### src/rtl/outep_pkg.sv
// Package: shared sizing constants for the OUT endpoint bank manager.
// Assumes byte-wide payloads and at most two banks per endpoint.
package outep_pkg;
    localparam int unsigned EP_DATA_W     = 8;
    localparam int unsigned EP_BANK_BYTES = 64;
    localparam int unsigned EP_NBANKS     = 2;
endpackage

### src/rtl/outep_bank_store.sv
// Module: outep_bank_store
// Holds the payload bytes of every bank. There is one synchronous write
// port (used by the packet side) and one asynchronous read port (used by
// the firmware side). Assumes the two sides never address the same bank
// in the same cycle for a write and a meaningful read.
module outep_bank_store #(
    parameter int unsigned DATA_W     = 8,
    parameter int unsigned BANK_BYTES = 64,
    parameter int unsigned NBANKS     = 2,
    localparam int unsigned ADDR_W    = $clog2(BANK_BYTES),
    localparam int unsigned PTR_W     = (NBANKS > 1) ? $clog2(NBANKS) : 1
) (
    input  logic              clk,
    input  logic              wr_en,
    input  logic [PTR_W-1:0]  wr_bank,
    input  logic [ADDR_W-1:0] wr_addr,
    input  logic [DATA_W-1:0] wr_data,
    input  logic [PTR_W-1:0]  rd_bank,
    input  logic [ADDR_W-1:0] rd_addr,
    output logic [DATA_W-1:0] rd_data
);

    logic [NBANKS-1:0][DATA_W-1:0] rd_lane;

    for (genvar b = 0; b < NBANKS; b++) begin : g_bank
        logic [DATA_W-1:0] cells [BANK_BYTES];

        // Store a payload byte when the write targets this bank.
        always_ff @(posedge clk) begin
            if (wr_en && (wr_bank == PTR_W'(b))) begin
                cells[wr_addr] <= wr_data;
            end
        end

        assign rd_lane[b] = cells[rd_addr];
    end

    assign rd_data = rd_lane[rd_bank];

endmodule

### src/rtl/outep_host_side.sv
// Module: outep_host_side
// Packet-facing half. It decides at the first event of a packet whether
// the packet is taken, counts and places its bytes, commits the bank at
// the end strobe, and returns ACK or NAK. It owns the per-bank "full" bits
// and the stored lengths. Assumes pkt_end never coincides with pkt_wr.
module outep_host_side #(
    parameter int unsigned BANK_BYTES = 64,
    parameter int unsigned NBANKS     = 2,
    localparam int unsigned ADDR_W    = $clog2(BANK_BYTES),
    localparam int unsigned CNT_W     = $clog2(BANK_BYTES + 1),
    localparam int unsigned PTR_W     = (NBANKS > 1) ? $clog2(NBANKS) : 1
) (
    input  logic                         clk,
    input  logic                         rst_n,
    input  logic                         cfg_enable,
    input  logic                         cfg_dual,
    input  logic                         pkt_wr,
    input  logic                         pkt_end,
    input  logic                         rel_pulse,
    input  logic [PTR_W-1:0]             rel_bank,
    output logic                         wr_en,
    output logic [PTR_W-1:0]             wr_bank,
    output logic [ADDR_W-1:0]            wr_addr,
    output logic [NBANKS-1:0]            full_vec,
    output logic [NBANKS-1:0][CNT_W-1:0] bank_len,
    output logic                         hs_valid,
    output logic                         hs_ack
);

    localparam logic [CNT_W-1:0] CNT_FULL = CNT_W'(BANK_BYTES);
    localparam logic [PTR_W-1:0] PTR_LAST = PTR_W'(NBANKS - 1);

    logic              rcv_act;
    logic              rcv_ok;
    logic [CNT_W-1:0]  wr_cnt;
    logic [PTR_W-1:0]  hptr;
    logic [PTR_W-1:0]  hptr_next;
    logic [NBANKS-1:0] full_q;
    logic              rcv_start;
    logic              accept_now;
    logic              take;
    logic              commit;

    // Decide acceptance and derive the write and commit strobes.
    always_comb begin
        rcv_start  = !rcv_act && (pkt_wr || pkt_end);
        accept_now = cfg_enable && !full_q[hptr];
        take       = rcv_act ? rcv_ok : accept_now;
        wr_en      = cfg_enable && pkt_wr && take && (wr_cnt < CNT_FULL);
        commit     = cfg_enable && pkt_end && take;
        hptr_next  = (cfg_dual && (hptr != PTR_LAST)) ? hptr + 1'b1 : '0;
    end

    assign wr_bank  = hptr;
    assign wr_addr  = wr_cnt[ADDR_W-1:0];
    assign full_vec = full_q;

    // Track the packet in flight: started, taken, bytes stored.
    always_ff @(posedge clk) begin
        if (!rst_n || !cfg_enable) begin
            rcv_act <= 1'b0;
            rcv_ok  <= 1'b0;
            wr_cnt  <= '0;
        end else if (pkt_end) begin
            rcv_act <= 1'b0;
            rcv_ok  <= 1'b0;
            wr_cnt  <= '0;
        end else if (pkt_wr) begin
            rcv_act <= 1'b1;
            if (rcv_start) begin
                rcv_ok <= accept_now;
            end
            if (wr_en) begin
                wr_cnt <= wr_cnt + 1'b1;
            end
        end
    end

    // Maintain bank occupancy, stored lengths and the fill pointer.
    always_ff @(posedge clk) begin
        if (!rst_n || !cfg_enable) begin
            full_q   <= '0;
            bank_len <= '0;
            hptr     <= '0;
        end else begin
            if (rel_pulse) begin
                full_q[rel_bank] <= 1'b0;
            end
            if (commit) begin
                full_q[hptr]   <= 1'b1;
                bank_len[hptr] <= wr_cnt;
                hptr           <= hptr_next;
            end
        end
    end

    // Report the handshake one cycle after each end strobe.
    always_ff @(posedge clk) begin
        if (!rst_n) begin
            hs_valid <= 1'b0;
            hs_ack   <= 1'b0;
        end else begin
            hs_valid <= pkt_end;
            hs_ack   <= commit;
        end
    end

    AST_NAK_NO_BANK: assert property (@(posedge clk) disable iff (!rst_n)
        (cfg_enable && pkt_end && !rcv_act && full_q[hptr]) |=> (hs_valid && !hs_ack));
    AST_ACK_FILLS: assert property (@(posedge clk) disable iff (!rst_n)
        commit |=> full_q[$past(hptr)]);
    AST_LEN_CAP: assert property (@(posedge clk) disable iff (!rst_n)
        wr_cnt <= CNT_FULL);
    AST_DISABLED_NAK: assert property (@(posedge clk) disable iff (!rst_n)
        (!cfg_enable && pkt_end) |=> (hs_valid && !hs_ack));

endmodule

### src/rtl/outep_cpu_side.sv
// Module: outep_cpu_side
// Firmware-facing half. It presents the next full bank by raising the
// received and bank-busy flags, loads the byte counter, steps the read
// position on each read, and releases the bank on a busy-clear strobe.
// Assumes the occupancy bits come from outep_host_side and react to the
// release pulse in the same cycle.
module outep_cpu_side #(
    parameter int unsigned BANK_BYTES = 64,
    parameter int unsigned NBANKS     = 2,
    localparam int unsigned ADDR_W    = $clog2(BANK_BYTES),
    localparam int unsigned CNT_W     = $clog2(BANK_BYTES + 1),
    localparam int unsigned PTR_W     = (NBANKS > 1) ? $clog2(NBANKS) : 1
) (
    input  logic                         clk,
    input  logic                         rst_n,
    input  logic                         cfg_enable,
    input  logic                         cfg_dual,
    input  logic                         irq_en,
    input  logic [NBANKS-1:0]            full_vec,
    input  logic [NBANKS-1:0][CNT_W-1:0] bank_len,
    input  logic                         cpu_rd,
    input  logic                         cpu_clr_rx,
    input  logic                         cpu_clr_busy,
    output logic                         rx_flag,
    output logic                         bank_busy,
    output logic                         irq,
    output logic [CNT_W-1:0]             byte_cnt,
    output logic [PTR_W-1:0]             rd_bank,
    output logic [ADDR_W-1:0]            rd_addr,
    output logic                         rel_pulse
);

    localparam logic [PTR_W-1:0] PTR_LAST = PTR_W'(NBANKS - 1);

    logic              busy_q;
    logic              rx_q;
    logic [CNT_W-1:0]  cnt_q;
    logic [ADDR_W-1:0] rd_idx;
    logic [PTR_W-1:0]  cptr;
    logic [PTR_W-1:0]  cptr_next;
    logic              present;
    logic              release_now;
    logic              rd_step;

    // Work out this cycle's presentation, release and read step.
    always_comb begin
        present     = cfg_enable && !busy_q && full_vec[cptr];
        release_now = cfg_enable && busy_q && cpu_clr_busy;
        rd_step     = cfg_enable && busy_q && cpu_rd && (cnt_q != '0);
        cptr_next   = (cfg_dual && (cptr != PTR_LAST)) ? cptr + 1'b1 : '0;
    end

    // Hold the current bank, its busy state and the read position.
    always_ff @(posedge clk) begin
        if (!rst_n || !cfg_enable) begin
            busy_q <= 1'b0;
            cnt_q  <= '0;
            rd_idx <= '0;
            cptr   <= '0;
        end else if (present) begin
            busy_q <= 1'b1;
            cnt_q  <= bank_len[cptr];
            rd_idx <= '0;
        end else if (release_now) begin
            busy_q <= 1'b0;
            cnt_q  <= '0;
            rd_idx <= '0;
            cptr   <= cptr_next;
        end else if (rd_step) begin
            cnt_q  <= cnt_q - 1'b1;
            rd_idx <= rd_idx + 1'b1;
        end
    end

    // Keep the received flag: set on presentation, cleared by firmware.
    always_ff @(posedge clk) begin
        if (!rst_n || !cfg_enable) begin
            rx_q <= 1'b0;
        end else if (present) begin
            rx_q <= 1'b1;
        end else if (cpu_clr_rx) begin
            rx_q <= 1'b0;
        end
    end

    assign rx_flag   = rx_q;
    assign bank_busy = busy_q;
    assign irq       = rx_q && irq_en;
    assign byte_cnt  = cnt_q;
    assign rd_bank   = cptr;
    assign rd_addr   = rd_idx;
    assign rel_pulse = release_now;

    AST_RX_KEEPS_BANK: assert property (@(posedge clk) disable iff (!rst_n)
        (cfg_enable && busy_q && cpu_clr_rx && !cpu_clr_busy) |=> (busy_q && !rx_q));
    AST_CNT_STEP: assert property (@(posedge clk) disable iff (!rst_n)
        (cfg_enable && busy_q && cpu_rd && !cpu_clr_busy && (cnt_q != '0))
        |=> (cnt_q == $past(cnt_q) - 1'b1));
    AST_CNT_FLOOR: assert property (@(posedge clk) disable iff (!rst_n)
        (cfg_enable && busy_q && cpu_rd && !cpu_clr_busy && (cnt_q == '0))
        |=> (cnt_q == '0) && busy_q);
    AST_RELEASE_MOVES: assert property (@(posedge clk) disable iff (!rst_n)
        (cfg_enable && busy_q && cpu_clr_busy && cfg_dual) |=> (cptr != $past(cptr)));
    AST_IDLE_CLR_IGNORED: assert property (@(posedge clk) disable iff (!rst_n)
        (cfg_enable && !busy_q && cpu_clr_busy) |=> (cptr == $past(cptr)));
    AST_DISABLE_CLEARS: assert property (@(posedge clk) disable iff (!rst_n)
        !cfg_enable |=> (!busy_q && !rx_q && (cnt_q == '0)));

endmodule

### src/rtl/outep_bank_mgr.sv
// Module: outep_bank_mgr (top)
// Receive-side buffer manager for one OUT endpoint with one or two banks.
// It ties together the packet side, the firmware side and the byte store.
// Assumes cfg_enable and cfg_dual are static while the endpoint is
// enabled, and that pkt_end is never raised together with pkt_wr.
module outep_bank_mgr
    import outep_pkg::*;
#(
    parameter int unsigned DATA_W     = EP_DATA_W,
    parameter int unsigned BANK_BYTES = EP_BANK_BYTES,
    localparam int unsigned NBANKS    = EP_NBANKS,
    localparam int unsigned ADDR_W    = $clog2(BANK_BYTES),
    localparam int unsigned CNT_W     = $clog2(BANK_BYTES + 1),
    localparam int unsigned PTR_W     = (NBANKS > 1) ? $clog2(NBANKS) : 1
) (
    input  logic              clk,
    input  logic              rst_n,
    input  logic              cfg_enable,
    input  logic              cfg_dual,
    input  logic              irq_en,
    input  logic              pkt_wr,
    input  logic [DATA_W-1:0] pkt_data,
    input  logic              pkt_end,
    output logic              hs_valid,
    output logic              hs_ack,
    input  logic              cpu_rd,
    output logic [DATA_W-1:0] cpu_rd_data,
    output logic [CNT_W-1:0]  cpu_byte_cnt,
    input  logic              cpu_clr_rx,
    input  logic              cpu_clr_busy,
    output logic              rx_flag,
    output logic              bank_busy,
    output logic              irq
);

    logic                         wr_en;
    logic [PTR_W-1:0]             wr_bank;
    logic [ADDR_W-1:0]            wr_addr;
    logic [NBANKS-1:0]            full_vec;
    logic [NBANKS-1:0][CNT_W-1:0] bank_len;
    logic [PTR_W-1:0]             rd_bank;
    logic [ADDR_W-1:0]            rd_addr;
    logic                         rel_pulse;

    outep_host_side #(
        .BANK_BYTES (BANK_BYTES),
        .NBANKS     (NBANKS)
    ) u_host (
        .clk        (clk),
        .rst_n      (rst_n),
        .cfg_enable (cfg_enable),
        .cfg_dual   (cfg_dual),
        .pkt_wr     (pkt_wr),
        .pkt_end    (pkt_end),
        .rel_pulse  (rel_pulse),
        .rel_bank   (rd_bank),
        .wr_en      (wr_en),
        .wr_bank    (wr_bank),
        .wr_addr    (wr_addr),
        .full_vec   (full_vec),
        .bank_len   (bank_len),
        .hs_valid   (hs_valid),
        .hs_ack     (hs_ack)
    );

    outep_cpu_side #(
        .BANK_BYTES (BANK_BYTES),
        .NBANKS     (NBANKS)
    ) u_cpu (
        .clk          (clk),
        .rst_n        (rst_n),
        .cfg_enable   (cfg_enable),
        .cfg_dual     (cfg_dual),
        .irq_en       (irq_en),
        .full_vec     (full_vec),
        .bank_len     (bank_len),
        .cpu_rd       (cpu_rd),
        .cpu_clr_rx   (cpu_clr_rx),
        .cpu_clr_busy (cpu_clr_busy),
        .rx_flag      (rx_flag),
        .bank_busy    (bank_busy),
        .irq          (irq),
        .byte_cnt     (cpu_byte_cnt),
        .rd_bank      (rd_bank),
        .rd_addr      (rd_addr),
        .rel_pulse    (rel_pulse)
    );

    outep_bank_store #(
        .DATA_W     (DATA_W),
        .BANK_BYTES (BANK_BYTES),
        .NBANKS     (NBANKS)
    ) u_store (
        .clk     (clk),
        .wr_en   (wr_en),
        .wr_bank (wr_bank),
        .wr_addr (wr_addr),
        .wr_data (pkt_data),
        .rd_bank (rd_bank),
        .rd_addr (rd_addr),
        .rd_data (cpu_rd_data)
    );

    AST_BUSY_OWNS_BANK: assert property (@(posedge clk) disable iff (!rst_n)
        bank_busy |-> full_vec[rd_bank]);
    AST_FILL_SKIPS_HELD: assert property (@(posedge clk) disable iff (!rst_n)
        (wr_en && bank_busy) |-> (wr_bank != rd_bank));

endmodule

### config.mk
export PLATFORM = sky130hd
export DESIGN_NAME = outep_bank_mgr
export DESIGN_NICKNAME = d
export VERILOG_FILES = /design/src/rtl/outep_pkg.sv /design/src/rtl/outep_bank_store.sv /design/src/rtl/outep_host_side.sv /design/src/rtl/outep_cpu_side.sv /design/src/rtl/outep_bank_mgr.sv
export SDC_FILE = /design/constraint.sdc
export NUM_CORES = 1
export LEC_CHECK = 0
export ABC_CLOCK_PERIOD_IN_PS = 7100
export BUFFER_PORTS_ARGS = -buffer_cell sky130_fd_sc_hd__buf_2
export CAP_MARGIN = 20
export CORE_ASPECT_RATIO = 0.8
export CORE_MARGIN = 10
export CORE_UTILIZATION = 68
export CTS_CLUSTER_DIAMETER = 150
export DETAILED_ROUTE_END_ITERATION = 10
export GPL_ROUTABILITY_DRIVEN = 0
export PLACE_DENSITY = 0.89
export SYNTH_ARGS = -nofsm -noshare
export SYNTH_HDL_FRONTEND = slang
export SYNTH_HIERARCHICAL = 1
export SYNTH_SLANG_ARGS = --single-unit
### constraint.sdc
create_clock -name clk -period 7.1 [get_ports clk]
set_input_delay 1.065 -clock clk [delete_from_list [all_inputs] [get_ports clk]]
set_output_delay 1.065 -clock clk [all_outputs]
set_load 0.01 [all_outputs]
==> results.txt, run 1 <==
Yosys reg bits = 1068
LEAKAGE = 13.7 nW
Area delta synth->final = 10.4%
GRT Resource Usage Total = 34.1%
Final Total Pwr = 12.5 mW
Skew-Pair Late Insertion Delay = 0.67 ns
Sw Share = 20.5%
WL final = 122000 um
Placed instance area = 0.0427 sq mm
Core box area = 0.0609 sq mm
RSZ-0062 raised after global routing = false
Area of the die = 0.0717 sq mm
Fin. max-slew vios = 0
Port Buffers = 37
First-pass GRT wire length = 174000 um
Req. time, crit path = 6.03 ns
Final worst-path cycle share = 79.1%
Row count = 81
Worst setup path class = reg2out
CTS sink cnt = 1068
Worst r2r path cells = 6
Asr flop ratio synth = 0%
DP HPWL = 62700 um
PostCTS Resize Cnt = 0
Vias per cell = 7.94
Max Root-Sink Buffers = 3
Seq pwr share = 55.1%
Crit path DAT = 4.55 ns
Comb pwr share = 1.4%
Antenna-violating nets left = 0
Cell depth of the worst hold path = 2
Mapped Nets = 1897
H-tree depth = 3
Number of flops mapped to enable cells by yosys = 1024
Outcome = finished, final reports clean
Drt initial violations = 4614
CP Max Fanout = 45
Synth top area share = 73.7%
Nets = 1955
TritonRoute pass-1 iters = 9
Synth Area per Inst = 22.2 sq um
CP Launch Type = register
Share of cells above drive strength 1 = 28.3%
Ports = 38
Die Y = 242 um
Ranking of synthesized cells by area = edfxtp_1 (74%), mux4_2 (18%), dfxtp_1 (2.1%)
Commonest non-fill, non-tap cell in the layout = edfxtp_1
Final setup fails = 0
Finished Core Util = 75.6%
Final setup TNS = 0 ns
Hold WC Path Type = reg2reg
MaxCap Viol Count = 0
Most frequent cells in the layout = edfxtp_1 (1024), mux4_2 (336), nor2_1 (142)
Yosys top cell by area = edfxtp_1
Post-synth cell types = 55
DP Worst Slack = 2.26 ns
CTS Root Cell = clkbuf_16
Final Skew = 0.0330 ns
Chip width = 297 um
Fmax = 178 MHz
Power per Cell Area = 272 mW/mm^2
Post-CTS setup repair buffer count = 0
Grt total ovfl = 0
Vias in the first global route = 22400
Max VDD drop = 186 uV
CP Capture Type = primary output
Post-Syn Area = 0.0417 sq mm
Final Hold Vio Count = 0
Clock power frac = 43.5%
Pin count of the biggest net entering global routing = 129
Layout Cells excl Fill = 2849
Initial Util = 68.5%
CTS tree = yes
Clock buffer count from CTS = 96
Slew headroom = 18.6%
YS warnings = 6
Total number of vias = 22600
Wire per inst = 42.8 um
Switching power of the nets = 2.57 mW
Worst hold slack = 0.497 ns
Placed cell count = 2659
Top FF cell, synth = edfxtp_1
Pint = 9.95 mW
Design Area, Final = 0.0461 sq mm
Final Critical Period = 5.62 ns
CTS hold repair buffers = 0
Final WS setup = 1.48 ns
Clock Pin Slew Worst Setup and Hold Paths = 0.08 ns
Initial antenna violation count = 11
Gate Count Post-Synth = 1876
Worst Max-Slew Pin Slew = 1.22 ns
Sequential fraction of the synthesis area = 75.8%
DR DRC count = 0
logic make-up (layout without fill, tap and decap cells):
| logic type | Yosys count | after routing | share of synthesized area, % |
|---|---|---|---|
| AOI/OAI and AO/OA | 51 | 51 | 0.858 |
| xor gates and xnor gates | 5 | 5 | 0.105 |
| adders and majority gates | 3 | 3 | 0.0900 |
| buffers and inverters | 126 | 264 | 1.45 |
| DFF | 1068 | 1068 | 75.8 |
| muxes | 369 | 369 | 19.0 |
| other | 0 | 5 | 0 |
| and+or+nand+nor | 254 | 254 | 2.73 |
worst max-delay path: stages (launching register included):
cell and delay, ns:
dfxtp_4 1.04, buf_12 0.42, mux4_2 0.63, mux4_2 0.63, mux4_2 0.52, mux2_2 0.35, buf_2 0.17
metal layers:
layer,vias up,track usage (%),part of all wire [%]
li1,7968,-,-
met1,11500,45.0,32
met2,2636,52.5,47
met3,542,11.0,15
met4,16,15.0,5.9
met5,-,0,0.087
worst paths after layout:
check	slack (ns)	start	to
max	1.48	u_cpu/rd_addr[0]	cpu_rd_data[7]
min	0.50	u_host/bank_len[4]	u_host/bank_len[4]
max reg2reg	2.62	u_host/wr_bank	u_store/g_bank[1].cells[4][7]
min reg2reg	0.50	u_host/bank_len[4]	u_host/bank_len[4]
layout make-up:
class / count / area, sq um
antenna: 5 / 12.5
clock buffer: 116 / 2560
clock inverter: 62 / 632
fill: 2675 / 14900
inverter: 20 / 75.1
multi-input combinational: 682 / 9490
sequential: 1068 / 31600
tap: 830 / 1040
timing repair buffer: 66 / 598
sequential cells by signal (all words and copies together) (netlist names):
| signal | cells |
|---|---|
| u_store/g_bank.cells | 1024 |
| u_host/bank_len | 14 |
| u_cpu/byte_cnt | 7 |
| u_host/wr_cnt | 7 |
| u_cpu/rd_addr | 6 |
| u_host/full_vec | 2 |
| u_cpu/bank_busy | 1 |
| u_cpu/rd_bank | 1 |
| u_cpu/rx_flag | 1 |
| u_host/hs_ack | 1 |
| u_host/hs_valid | 1 |
| u_host/rcv_act | 1 |
| u_host/rcv_ok | 1 |
| u_host/wr_bank | 1 |
synthesized netlist by cell type (3+ instances only):
cell type	instances
a21oi_1	17
and2_1	5
buf_1	17
buf_2	14
buf_4	22
buf_6	4
clkbuf_1	49
dfxtp_1	44
edfxtp_1	1024
ha_1	3
inv_1	20
mux2_2	8
mux2i_1	24
mux4_2	336
nand2_1	51
nand2b_1	6
nand3_1	13
nand3b_1	7
nor2_1	142
nor3_1	4
o211ai_1	3
o21ai_0	6
o221a_1	4
o22a_1	3
o31ai_1	3
or3_1	7
or3b_2	3
xnor2_1	4
power by group through the flow:
stage | Clock [mW] | Sequential [mW] | Combinational (mW)
after floorplan | 0 | 7.04 | 0.0332
after detailed placement | 0 | 7.04 | 0.152
after global placement | 0 | 7.04 | 0.137
final | 5.44 | 6.90 | 0.176
after global routing | 5.65 | 6.90 | 0.182
after CTS | 5.44 | 6.90 | 0.162
No activity file was read; power rests on OpenSTA's default activity.
==> run 2: changes to the inputs <==
- ABC_CLOCK_PERIOD_IN_PS: 7100 -> 5700
- CORE_UTILIZATION: 68 -> 63
- PLACE_DENSITY: 0.89 -> 0.83
- clock period: 7.1 -> 5.7 ns (I/O delays scaled with it)
==> results.txt, run 2 (synthesis gave the netlist of run 1 again) <==
Initial Util = 63.5% (was 68.5%)
Ports = 38 (unchanged)
H-tree depth = 3 (unchanged)
Req. time, crit path = 4.85 ns (was 6.03 ns)
Worst hold slack = 0.456 ns (was 0.497 ns)
Drt initial violations = 3194 (was 4614)
Design Area, Final = 0.0462 sq mm (was 0.0461 sq mm)
Fin. max-slew vios = 0 (unchanged)
Fillcell total = 3568 (was 2675)
Metal1 wirelength = 36900 um (was 38900 um)
Hold WC Path Type = in2reg (was reg2reg)
Top sig layer = met5 (unchanged)
Port Buffers = 37 (unchanged)
Multi-input gate area = 0.00949 sq mm (unchanged)
Number of flip-flops under the largest register name = 1024 (unchanged)
Placed instance area = 0.0429 sq mm (was 0.0427 sq mm)
Cell chain of the critical path = buf_12 -> mux4_2 -> mux4_2 -> mux4_2 -> mux2_2 -> buf_2 (unchanged)
Slew headroom = 19.1% (was 18.6%)
CTS sink cnt = 1068 (unchanged)
CTS Root Cell = clkbuf_16 (unchanged)
Chip width = 308 um (was 297 um)
DR DRC count = 0 (unchanged)
CTS hold repair buffers = 0 (unchanged)
Total number of vias = 20700 (was 22600)
Vias per cell = 7.19 (was 7.94)
CP Max Fanout = 41 (was 45)
MaxCap Viol Count = 0 (unchanged)
Grt total ovfl = 0 (unchanged)
Met3 wire len = 12900 um (was 18500 um)
Skew-Pair Late Insertion Delay = 0.66 ns (was 0.67 ns)
Final Total Pwr = 15.5 mW (was 12.5 mW)
Wire per inst = 35.3 um (was 42.8 um)
Area of the die = 0.0770 sq mm (was 0.0717 sq mm)
Worst setup path class = reg2out (unchanged)
Die Y = 250 um (was 242 um)
PostCTS Resize Cnt = 0 (unchanged)
Final setup TNS = 0 ns (unchanged)
Worst Max-Slew Pin Slew = 1.21 ns (was 1.22 ns)
First-pass GRT wire length = 149000 um (was 174000 um)
Fmax = 203 MHz
Final Skew = 0.0201 ns (was 0.0330 ns)
Crit path DAT = 4.08 ns (was 4.55 ns)
Share of cells above drive strength 1 = 28.1% (was 28.3%)
Pin count of the biggest net entering global routing = 100 (was 129)
TritonRoute pass-1 iters = 6 (was 9)
Post-CTS setup repair buffer count = 0 (unchanged)
CTS tree = yes (unchanged)
CP Launch Type = register (unchanged)
Final worst-path cycle share = 86.6%
DP HPWL = 56100 um (was 62700 um)
Final setup fails = 0 (unchanged)
LEAKAGE = 13.8 nW (was 13.7 nW)
Slowest cell on the critical path = dfxtp_4 (unchanged)
Register area = 0.0316 sq mm (unchanged)
Antenna-violating nets left = 0 (unchanged)
CP max stage delay = 0.78 ns (was 1.04 ns)
Vias in the first global route = 20800 (was 22400)
Max VDD drop = 304 uV (was 186 uV)
Outcome = finished, final reports clean (unchanged)
Largest Register = u_store/g_bank.cells (unchanged)
Layout Cells excl Fill = 2882 (was 2849)
Power per Cell Area = 335 mW/mm^2 (was 272 mW/mm^2)
GRT Resource Usage Total = 26.8% (was 34.1%)
Final Hold Vio Count = 0 (unchanged)
CP Capture Type = primary output (unchanged)
Finished Core Util = 70.3% (was 75.6%)
Area delta synth->final = 10.6% (was 10.4%)
Nets = 1960 (was 1955)
Placed cell count = 2698 (was 2659)
Max Root-Sink Buffers = 3 (unchanged)
Final Critical Period = 4.93 ns
Most frequent cells in the layout = edfxtp_1 (1024), mux4_2 (336), nor2_1 (142) (unchanged)
DP Worst Slack = 1.39 ns (was 2.26 ns)
Row count = 84 (was 81)
CP most frequent cell = mux4_2 (unchanged)
Largest regs = u_store/g_bank.cells: 1024 flops, u_host/bank_len: 14 flops (unchanged)
Clock buffer count from CTS = 98 (was 96)
Metal2 WL = 48400 um (was 57200 um)
Clock Pin Slew Worst Setup and Hold Paths = 0.06 ns (was 0.08 ns)
Core box area = 0.0657 sq mm (was 0.0609 sq mm)
RSZ-0062 raised after global routing = false (unchanged)
Commonest non-fill, non-tap cell in the layout = edfxtp_1 (unchanged)
WL final = 102000 um (was 122000 um)
Final WS setup = 0.767 ns (was 1.48 ns)
Initial antenna violation count = 6 (was 11)
## run 2: changes by cell type in the layout (fill, tap and decap cells not counted), sizes merged
| cell | change |
|---|---|
| inv | -2 |
| clkbuf | +14 |
| diode | -4 |
| buf | +3 |
| clkinv | -4 |
| clkinvlp | -4 |
## run 2: cell type report
cell class                 instances  share of cell area [%]
timing repair buffer              69                    1.39
clock inverter                    52                    1.20
clock buffer                     130                    5.80
antenna                            1                 0.00542
inverter                          20                   0.163
tap                              860                    2.33
multi-input combinational        682                    20.6
sequential                      1068                    68.6
## run 2: power breakdown
group	leakage, nW	total (mW)	internal, mW	switching [mW]
Sequential	9.56	8.60	8.59	0.00393
Clock	1.58	6.68	3.84	2.83
Combinational	2.65	0.201	0.0339	0.167
Total	13.8	15.5	12.5	3.00
## run 2: critical path, delay by kind of cell (launching register included)
family                 cells  cell delay [ns]
muxes                      4             2.01
DFF                        1             0.78
buffers and inverters      2             0.55
## run 2: path summary, 6_finish.rpt
| check | from | end | slack (ns) | cells past startpoint |
|---|---|---|---|---|
| max | u_cpu/rd_addr[0] | cpu_rd_data[4] | 0.77 | 6 |
| min | pkt_end | u_host/hs_valid | 0.46 | 2 |
| max reg2reg | u_host/wr_bank | u_store/g_bank[1].cells[36][7] | 1.43 | 6 |
| min reg2reg | u_host/bank_len[6] | u_host/bank_len[6] | 0.46 | 2 |
## run 2: metal layers
layer  vias up  GRT usage [%]
li1       7963              -
met1     10900           37.7
met2      1607           40.9
met3       255           7.67
met4        10           8.55
met5         -              0
